$ cat config.mk
export PLATFORM = sky130hd
export DESIGN_NAME = sync_rx_port
export DESIGN_NICKNAME = d
export VERILOG_FILES = /design/src/rtl/srx_pkg.sv /design/src/rtl/srx_rst_sync.sv /design/src/rtl/srx_clk_unit.sv /design/src/rtl/srx_shifter.sv /design/src/rtl/srx_regs.sv /design/src/rtl/sync_rx_port.sv
export SDC_FILE = /design/constraint.sdc
export NUM_CORES = 1
export LEC_CHECK = 0
export BUFFER_PORTS_ARGS = -buffer_cell sky130_fd_sc_hd__clkbuf_2
export CORE_ASPECT_RATIO = 0.6
export CORE_MARGIN = 2
export CORE_UTILIZATION = 30
export DETAILED_ROUTE_END_ITERATION = 8
export SYNTH_ARGS = -nofsm -noshare
export SYNTH_HDL_FRONTEND = slang
export SYNTH_SLANG_ARGS = --single-unit
$ cat constraint.sdc
create_clock -name clk -period 4.1 [get_ports clk]
set_input_delay 0.205 -clock clk [delete_from_list [all_inputs] [get_ports clk]]
set_output_delay 0.205 -clock clk [all_outputs]
set_load 0.05 [all_outputs]
$ cat src/rtl/srx_pkg.sv
package srx_pkg;
  localparam int ADDR_W = 2;

  typedef enum logic [ADDR_W-1:0] {
    SEL_CTRL = 2'd0,
    SEL_STAT = 2'd1,
    SEL_DATA = 2'd2,
    SEL_DIV  = 2'd3
  } reg_sel_e;

  localparam int CTRL_EN_BIT  = 0;
  localparam int CTRL_IE_BIT  = 1;
  localparam int CTRL_EXT_BIT = 2;
  localparam int STAT_FULL_BIT = 0;
  localparam int STAT_OVR_BIT  = 1;

  typedef struct packed {
    logic ext;
    logic ie;
    logic en;
  } ctrl_t;
endpackage

$ cat src/rtl/srx_rst_sync.sv
module srx_rst_sync #(
  parameter int STAGES = 2
) (
  input  logic clk,
  input  logic rst_n,
  output logic rst_sync_n
);
  logic [STAGES-1:0] chain_q;

  always_ff @(posedge clk or negedge rst_n) begin
    if (!rst_n) chain_q <= '0;
    else        chain_q <= {chain_q[STAGES-2:0], 1'b1};
  end

  assign rst_sync_n = chain_q[STAGES-1];
endmodule

$ cat src/rtl/srx_clk_unit.sv
module srx_clk_unit #(
  parameter int DIV_W       = 8,
  parameter int SYNC_STAGES = 2
) (
  input  logic             clk,
  input  logic             rst_n,
  input  logic             ext_mode,
  input  logic             active,
  input  logic [DIV_W-1:0] div,
  input  logic             sck_in,
  input  logic             sdata_in,
  output logic             sck_out,
  output logic             sck_oe,
  output logic             sample,
  output logic             din
);
  // external path: synchronizer plus one extra stage for edge detection
  logic [SYNC_STAGES:0]   sck_sh_q;
  logic [SYNC_STAGES-1:0] dat_sh_q;
  logic                   ext_rise;

  always_ff @(posedge clk or negedge rst_n) begin
    if (!rst_n) begin
      sck_sh_q <= '0;
      dat_sh_q <= '0;
    end else begin
      sck_sh_q <= {sck_sh_q[SYNC_STAGES-1:0], sck_in};
      dat_sh_q <= {dat_sh_q[SYNC_STAGES-2:0], sdata_in};
    end
  end

  assign ext_rise = sck_sh_q[SYNC_STAGES-1] & ~sck_sh_q[SYNC_STAGES];
  assign din      = dat_sh_q[SYNC_STAGES-1];

  // internal path: half-period counter and clock level
  logic [DIV_W-1:0] cnt_q, cnt_d;
  logic             sck_q, sck_d;
  logic             run_int, wrap, int_rise;

  assign run_int  = active & ~ext_mode;
  assign wrap     = (cnt_q == div);
  assign int_rise = run_int & wrap & ~sck_q;

  always_comb begin
    cnt_d = cnt_q;
    sck_d = sck_q;
    if (!run_int) begin
      cnt_d = '0;
      sck_d = 1'b1;
    end else if (wrap) begin
      cnt_d = '0;
      sck_d = ~sck_q;
    end else begin
      cnt_d = cnt_q + 1'b1;
    end
  end

  always_ff @(posedge clk or negedge rst_n) begin
    if (!rst_n) begin
      cnt_q <= '0;
      sck_q <= 1'b1;
    end else begin
      cnt_q <= cnt_d;
      sck_q <= sck_d;
    end
  end

  assign sck_out = sck_q;
  assign sck_oe  = ~ext_mode;
  assign sample  = ext_mode ? (ext_rise & active) : int_rise;
endmodule

$ cat src/rtl/srx_shifter.sv
module srx_shifter #(
  parameter int DATA_W = 8
) (
  input  logic              clk,
  input  logic              rst_n,
  input  logic              clr,
  input  logic              sample,
  input  logic              din,
  output logic              frame_done,
  output logic [DATA_W-1:0] frame_word
);
  localparam int CNT_W = (DATA_W > 1) ? $clog2(DATA_W) : 1;
  localparam logic [CNT_W-1:0] LAST_IDX = CNT_W'(DATA_W - 1);

  logic [DATA_W-1:0] sr_q, sr_d;
  logic [CNT_W-1:0]  cnt_q, cnt_d;
  logic              last;

  assign last       = (cnt_q == LAST_IDX);
  assign frame_word = {din, sr_q[DATA_W-1:1]};
  assign frame_done = sample & last & ~clr;

  always_comb begin
    sr_d  = sr_q;
    cnt_d = cnt_q;
    if (clr) begin
      sr_d  = '0;
      cnt_d = '0;
    end else if (sample) begin
      sr_d  = frame_word;
      cnt_d = last ? '0 : cnt_q + 1'b1;
    end
  end

  always_ff @(posedge clk or negedge rst_n) begin
    if (!rst_n) begin
      sr_q  <= '0;
      cnt_q <= '0;
    end else begin
      sr_q  <= sr_d;
      cnt_q <= cnt_d;
    end
  end
endmodule

$ cat src/rtl/srx_regs.sv
module srx_regs
  import srx_pkg::*;
#(
  parameter int DATA_W    = 8,
  parameter int DIV_W     = 8,
  parameter int DIV_RESET = 3
) (
  input  logic              clk,
  input  logic              rst_n,
  input  logic              wr,
  input  logic [ADDR_W-1:0] addr,
  input  logic [DATA_W-1:0] wdata,
  input  logic              frame_done,
  input  logic [DATA_W-1:0] frame_word,
  output logic [DATA_W-1:0] rdata,
  output ctrl_t             ctrl,
  output logic [DIV_W-1:0]  div,
  output logic              full,
  output logic              ovr,
  output logic [DATA_W-1:0] data
);
  ctrl_t             ctrl_q, ctrl_d;
  logic [DIV_W-1:0]  div_q, div_d;
  logic              full_q, full_d, ovr_q, ovr_d;
  logic [DATA_W-1:0] data_q;
  logic              data_en;
  logic              wr_ctrl, wr_stat, wr_div;

  assign wr_ctrl = wr & (addr == SEL_CTRL);
  assign wr_stat = wr & (addr == SEL_STAT);
  assign wr_div  = wr & (addr == SEL_DIV);

  always_comb begin
    ctrl_d = ctrl_q;
    div_d  = div_q;
    if (wr_ctrl) begin
      ctrl_d.en  = wdata[CTRL_EN_BIT];
      ctrl_d.ie  = wdata[CTRL_IE_BIT];
      ctrl_d.ext = wdata[CTRL_EXT_BIT];
    end
    if (wr_div) div_d = wdata[DIV_W-1:0];
  end

  always_comb begin
    full_d  = full_q;
    ovr_d   = ovr_q;
    data_en = 1'b0;
    if (frame_done) begin
      if (full_q) ovr_d = 1'b1;
      else begin
        full_d  = 1'b1;
        data_en = 1'b1;
      end
    end else if (wr_stat) begin
      if (!wdata[STAT_FULL_BIT]) full_d = 1'b0;
      if (!wdata[STAT_OVR_BIT])  ovr_d  = 1'b0;
    end
  end

  always_ff @(posedge clk or negedge rst_n) begin
    if (!rst_n) begin
      ctrl_q <= '0;
      div_q  <= DIV_W'(DIV_RESET);
      full_q <= 1'b0;
      ovr_q  <= 1'b0;
    end else begin
      ctrl_q <= ctrl_d;
      div_q  <= div_d;
      full_q <= full_d;
      ovr_q  <= ovr_d;
    end
  end

  always_ff @(posedge clk or negedge rst_n) begin
    if (!rst_n)       data_q <= '0;
    else if (data_en) data_q <= frame_word;
  end

  always_comb begin
    rdata = '0;
    unique case (addr)
      SEL_CTRL: begin
        rdata[CTRL_EN_BIT]  = ctrl_q.en;
        rdata[CTRL_IE_BIT]  = ctrl_q.ie;
        rdata[CTRL_EXT_BIT] = ctrl_q.ext;
      end
      SEL_STAT: begin
        rdata[STAT_FULL_BIT] = full_q;
        rdata[STAT_OVR_BIT]  = ovr_q;
      end
      SEL_DATA: rdata = data_q;
      SEL_DIV:  rdata[DIV_W-1:0] = div_q;
      default:  rdata = '0;
    endcase
  end

  assign ctrl = ctrl_q;
  assign div  = div_q;
  assign full = full_q;
  assign ovr  = ovr_q;
  assign data = data_q;
endmodule

$ cat src/rtl/sync_rx_port.sv
module sync_rx_port
  import srx_pkg::*;
#(
  parameter int DATA_W      = 8,
  parameter int DIV_W       = 8,
  parameter int DIV_RESET   = 3,
  parameter int SYNC_STAGES = 2
) (
  input  logic              clk,
  input  logic              rst_n,
  input  logic              reg_wr,
  input  logic [1:0]        reg_addr,
  input  logic [DATA_W-1:0] reg_wdata,
  output logic [DATA_W-1:0] reg_rdata,
  input  logic              sck_in,
  output logic              sck_out,
  output logic              sck_oe,
  input  logic              sdata_in,
  output logic              irq_rx,
  output logic              irq_err
);
  logic              rst_sync_n;
  ctrl_t             ctrl;
  logic [DIV_W-1:0]  div;
  logic              full_q, ovr_q;
  logic [DATA_W-1:0] data_q;
  logic              rx_en, rx_ie, ext_mode, rx_active;
  logic              sample_pulse, din_s;
  logic              frame_done;
  logic [DATA_W-1:0] frame_word;

  srx_rst_sync #(.STAGES(2)) u_rst (
    .clk(clk), .rst_n(rst_n), .rst_sync_n(rst_sync_n)
  );

  assign rx_en     = ctrl.en;
  assign rx_ie     = ctrl.ie;
  assign ext_mode  = ctrl.ext;
  assign rx_active = rx_en & ~ovr_q;

  srx_clk_unit #(.DIV_W(DIV_W), .SYNC_STAGES(SYNC_STAGES)) u_clk (
    .clk(clk), .rst_n(rst_sync_n), .ext_mode(ext_mode), .active(rx_active),
    .div(div), .sck_in(sck_in), .sdata_in(sdata_in), .sck_out(sck_out),
    .sck_oe(sck_oe), .sample(sample_pulse), .din(din_s)
  );

  srx_shifter #(.DATA_W(DATA_W)) u_shift (
    .clk(clk), .rst_n(rst_sync_n), .clr(~rx_en), .sample(sample_pulse),
    .din(din_s), .frame_done(frame_done), .frame_word(frame_word)
  );

  srx_regs #(.DATA_W(DATA_W), .DIV_W(DIV_W), .DIV_RESET(DIV_RESET)) u_regs (
    .clk(clk), .rst_n(rst_sync_n), .wr(reg_wr), .addr(reg_addr),
    .wdata(reg_wdata), .frame_done(frame_done), .frame_word(frame_word),
    .rdata(reg_rdata), .ctrl(ctrl), .div(div), .full(full_q), .ovr(ovr_q),
    .data(data_q)
  );

  assign irq_rx  = full_q & rx_ie;
  assign irq_err = ovr_q & rx_ie;
endmodule

Yosys cells after proc, flatten, opt, wreduce, memory -nomap -nowiden
Index checks and enable logic that the tools add are counted.
{"block": "word_totals", "out_inout_bits": 12, "input_bits": 15, "regBits": 48, "word_cells": 69}
{"block": "op_classes", "n_bitwise": 17, "muxes": 22, "reduce_logical": 4, "add_sub_neg": 2, "n_eq_ne": 10}
{"operator": "two-way mux 8 bit", "n": 4}
{"operator": "bitwise AND 1 bit", "n": 13}
{"operator": "two-way mux 1 bit", "n": 12}
{"operator": "one-hot mux 5 bit (2 select lines)", "n": 1}
{"operator": "two-way mux 3 bit", "n": 3}
{"operator": "adder 8 x 1 -> 8 bit (second input constant)", "n": 1}
{"operator": "equality test 8 bit", "n": 1}
{"operator": "one-hot mux 2 bit (4 select lines)", "n": 1}
{"operator": "!= test 2 x 1 -> 1 bit (second input constant)", "n": 3}
{"operator": "equality test 2 bit (second input constant)", "n": 2}
{"operator": "!= test 2 bit (second input constant)", "n": 2}
{"operator": "inverter 1 bit", "n": 4}
{"operator": "adder 3 x 1 -> 3 bit (second input constant)", "n": 1}
{"operator": "equality test 3 bit (second input constant)", "n": 1}
{"operator": "one-hot mux 1 bit (3 select lines)", "n": 1}
{"operator": "AND reduction 3 bit", "n": 1}
{"operator": "equality test 2 x 1 -> 1 bit (second input constant)", "n": 1}
{"operator": "logical NOT 2 bit", "n": 1}
{"operator": "AND reduction 2 bit", "n": 1}
{"operator": "nonzero test 2 bit", "n": 1}

Depth between registers and ports, before layout
{"block": "depth", "ltp_word": 10, "mapped_depth": 6, "ltp_nobuf": 5}

Modules after synthesis
A second synthesis with hierarchy kept.
{"block": "unflattened", "hier_cells": 167, "area_unflattened_um2": 2170.8}
{"mod": "srx_regs", "cells_each": 67, "instances": 1, "seq_area_each_um2": 528.0, "area_per_inst_um2": 1021.0}
{"mod": "srx_clk_unit", "cells_each": 55, "instances": 1, "seq_area_each_um2": 351.6, "area_per_inst_um2": 624.3}
{"mod": "srx_shifter", "cells_each": 38, "instances": 1, "seq_area_each_um2": 250.2, "area_per_inst_um2": 445.4}
{"mod": "srx_rst_sync", "cells_each": 3, "instances": 1, "seq_area_each_um2": 50.0, "area_per_inst_um2": 53.8}
{"mod": "sync_rx_port", "cells_each": 4, "instances": 1, "seq_area_each_um2": 0.0, "area_per_inst_um2": 26.3}

Worst setup path before layout
Ideal clock, no wire load.
{"block": "synth_path", "path_type": "reg-to-reg", "startpoint": "register u_clk.cnt_q[2]", "endpoint": "register u_regs.data_q[0] (netlist: u_regs.data[0])", "setup_slack_ns": 2.061, "path_stages_with_launch": 6, "t_required_ns": 3.975, "synth_period_minus_slack_ns": 2.039, "setup_ns": 0.125, "arrival_time_ns": 1.914, "path_buffers": 0, "path_cell_list": "dfrtp_1 > xor2_1 > nor4_1 > nand3_1 > a211oi_4 > mux2_2"}
{"block": "synth_between", "elab_chain_cells": 7}
{"item": "start, declared", "line_no": "srx_clk_unit.sv:36", "rtl": "logic [DIV_W-1:0] cnt_q, cnt_d;"}
{"item": "start signal, assigned", "line_no": "srx_clk_unit.sv:63", "rtl": "cnt_q <= cnt_d;"}
{"item": "equality test 8 bit", "line_no": "srx_clk_unit.sv:41", "rtl": "assign wrap = (cnt_q == div);"}
{"item": "bitwise AND 1 bit (2 in a row)", "line_no": "srx_clk_unit.sv:42", "rtl": "assign int_rise = run_int & wrap & ~sck_q;"}
{"item": "two-way mux 1 bit", "line_no": "srx_clk_unit.sv:70", "rtl": "assign sample = ext_mode ? (ext_rise & active) : int_rise;"}
{"item": "bitwise AND 1 bit (2 in a row)", "line_no": "srx_shifter.sv:21", "rtl": "assign frame_done = sample & last & ~clr;"}
{"item": "two-way mux 1 bit", "line_no": "srx_regs.sv:48", "rtl": "if (frame_done) begin"}
{"item": "end signal, assigned", "line_no": "srx_regs.sv:76", "rtl": "else if (data_en) data_q <= frame_word;"}
{"item": "end, declared", "line_no": "srx_regs.sv:25", "rtl": "logic [DATA_W-1:0] data_q;"}
Every way passes these cells.
A chain may end at the register's enable or synchronous reset.

Worst setup path after layout
{"block": "layout_path", "startpoint": "register u_clk.cnt_q[4]", "endpoint": "register u_regs.data_q[2] (netlist: u_regs.data[2])"}
The elaborated chain is that of the path after synthesis.

==> impl_metrics.ini <==
[layout]
insertedDiodeCount = 0
drive_gt1_share_pct = 27.4
final_common_cell = dfrtp_1
syn_to_final_growth_pct = 17.1
design_area_um2 = 2500
finalNetCount = 229
final_cell_mix = dfrtp_1, clkbuf_2, mux2_2

[critical_path]
timing.rr.end = u_regs.data[2]$_DFFE_PN0P_
cp-start-kind = register
startpoint = u_clk.cnt_q[4]$_DFF_PN0_
crit_family = simple AND/OR/NAND/NOR gates
endpoint_kind = register
regToRegSetupSlack_ps = 1340
cp_max_fo = 12
required_ps = 4270
r2r-start = u_clk.cnt_q[4]$_DFF_PN0_
cp_slowest_cell = a211oi_4
critPathMaxStageDelay_ps = 610
cp.arrival_ps = 2920
reg2reg_depth = 5
worstSetupPathType = reg -> reg
path_buf_inv = 0
crit_chain = xor2_1, nor4_1, nand3_1, a211oi_4, mux2_2

[power_and_ir_drop]
power_density_nw_per_um2 = 423
ir_drop_mv = 0.167
leakage_uw = 0.00114

[flow_run]
maxCapViolCount = 0

[synthesis]
yosys_warnings = 0
synth_xor_area_share_pct = 6.15
synth-simple-area-share_pct = 12.9
synth_top_family_by_area = multiplexers
synth_adder_area_share_pct = 1.76
synth_cell_type_count = 30
post_synth_mux_area_share_pct = 13.9
ys_ff_latch = 47
seq_area_frac_synth_pct = 55.2
postSynthCellCount = 184
syn_nets = 202
syn_area_um2 = 2140
avgSynthCellArea_um2 = 11.6
synth-compound-area-share_pct = 8.26

[hold_path]
min_path_cells = 1
hold_class = in -> reg
min_from = sck_in
hold-path-endpoint = u_clk.sck_sh_q[0]$_DFF_PN0_

[run_status]
violations = DRC
status = finished, violations left

[global_routing]
grt_pass1_wl_um = 7730
grt_use_total_pct = 12.7
antenna_found_initial = 0
grt.overflow.total = 0
grt_pass1_vias = 1418
grt_max_degree = 46

[sta]
rsz0062_at_grt = false
timing.setup.tns_ps = 0
finalSetupViolations = 0
min_period_ps = 2760
hold_violations = 0
slew_headroom_pct = 26.8
whs_ps = 22.2
fmax_mhz = 363
min_period_over_period_pct = 67.2
fin_skew_ps = 3.96
slew_violations = 0
tightest_slew_ps = 1090

[place]
gp_congestion = 0.760
io_buffers = 26
hpwlAfterDp_um = 3300
place_area_um2 = 2350

[clock_tree]
clk_pin_slew_ps = 60
htree_levels = 2
clockBufferDepth = 2
clk_latency_ps = 280
post-cts-setup-buffers = 0
cts_tree = yes
clockRootBuffer = clkbuf_16
numCtsBuffers = 5
cts.sinks = 47

[floorplanning]
die_h_um = 69.4
start_util_pct = 31.4
die_area_um2 = 7830
io_pins = 27
die_w_um = 113
core_area_um2 = 6790
floorplan.rows = 23

[detailed_routing]
drc = 3
dr.pass1.iters = 6
route.detailed.wl_per_inst_um = 15.2
vias = 1453
antenna_left = 0
drt-initial-drc-count = 95
routed_wl_um = 4530
viasPerCell = 4.86
-- logic make-up after synthesis --
family / after synthesis
muxes: 25
DFF: 47
AOI/OAI and AO/OA: 29
buffers and inverters: 9
and+or+nand+nor: 55
other: 1
adders and majority gates: 3
xor gates and xnor gates: 15
-- through the flow --
| step | instances | setup slack, ps | utilization (%) | total power [uW] |
|---|---|---|---|---|
| final | 299 | 1340 | 36.8 | 1060 |
| after floorplan | 184 | 2060 | - | 630 |
| after global placement | 290 | 1420 | 34.6 | 673 |
| after global routing | 299 | 1080 | 36.8 | 1110 |
| after CTS | 299 | 1350 | 36.8 | 1070 |
| after detailed placement | 290 | 1380 | 34.6 | 674 |
-- per-layer routing --
metal,track usage (%),vias up,share of wire (%)
li1,-,707,-
met1,21.9,695,59
met2,14.4,46,34
met3,3.58,5,6.6
met4,3.25,0,0.73
met5,0,-,0
-- state kept, by name, indices dropped and copies added, names as in the netlist, 3 cells and up --
| signal | flops |
|---|---|
| u_clk.cnt_q | 8 |
| u_clk.sck_sh_q | 3 |
| u_regs.ctrl | 3 |
| u_regs.data | 8 |
| u_regs.div | 8 |
| u_shift.cnt_q | 3 |
| u_shift.sr_q | 7 |
-- worst reg2reg max path, cell delays in order, from the launching register on --
cell	delay [ps]
dfrtp_1	430
xor2_1	180
nor4_1	500
nand3_1	530
a211oi_4	610
mux2_2	390
-- cell usage after synthesis --
cell	n	area, um2
nor2b_1	5	31.3
clkbuf_1	6	22.5
nand2_1	8	30.0
and3_1	4	25.0
mux4_2	2	45.0
conb_1	1	3.75
a211oi_4	1	20.0
o21ai_0	13	65.1
xor2_1	14	123
and2_1	3	18.8
dfstp_2	3	78.8
a21oi_1	11	55.1
nand3_1	17	85.1
mux2_2	18	203
or3_1	1	6.26
mux2i_1	5	50.1
buf_1	1	3.75
o41a_1	1	11.3
inv_1	2	7.51
nor3_1	2	10.0
dfrtp_1	44	1100
a22o_1	1	8.76
nor4_1	2	12.5
xnor2_1	1	8.76
ha_1	3	37.5
nand4_1	1	6.26
o31ai_1	1	7.51
nand2b_1	2	12.5
a41oi_1	1	8.76
nor2_1	10	37.5
-- worst max path at each step --
stage / endpoint / slack (ps) / depth (start not counted)
floorplan: u_regs.data[0]$_DFFE_PN0P_ / 2060 / 5
global placement: u_regs.data[7]$_DFFE_PN0P_ / 1420 / 5
detailed placement: u_regs.data[6]$_DFFE_PN0P_ / 1380 / 5
CTS: u_regs.data[2]$_DFFE_PN0P_ / 1350 / 5
global route: u_regs.data[2]$_DFFE_PN0P_ / 1080 / 5
finish: u_regs.data[2]$_DFFE_PN0P_ / 1340 / 5
-- what timing repair did --
item,4_1_cts,5_1_grt
hold buffers,1,0
gates resized for setup,0,0
endpoints found under the hold margin,2,0
-- area by class of cell --
type / instances / area [um2]
Sequential cell: 47 / 1180
Inverter: 2 / 7.51
Clock inverter: 2 / 12.5
Tap cell: 87 / 109
Fill cell: 677 / 4290
Clock buffer: 6 / 129
Multi-Input combinational cell: 128 / 922
Timing Repair Buffer: 27 / 140
-- report_power, final --
part	leakage, uW	switching [uW]	internal, uW
Sequential	0.000610	38.4	494
Combinational	0.000462	84.9	49.6
Clock	0.0000669	166	225
Note: power is estimated with default switching activity, not from simulation.
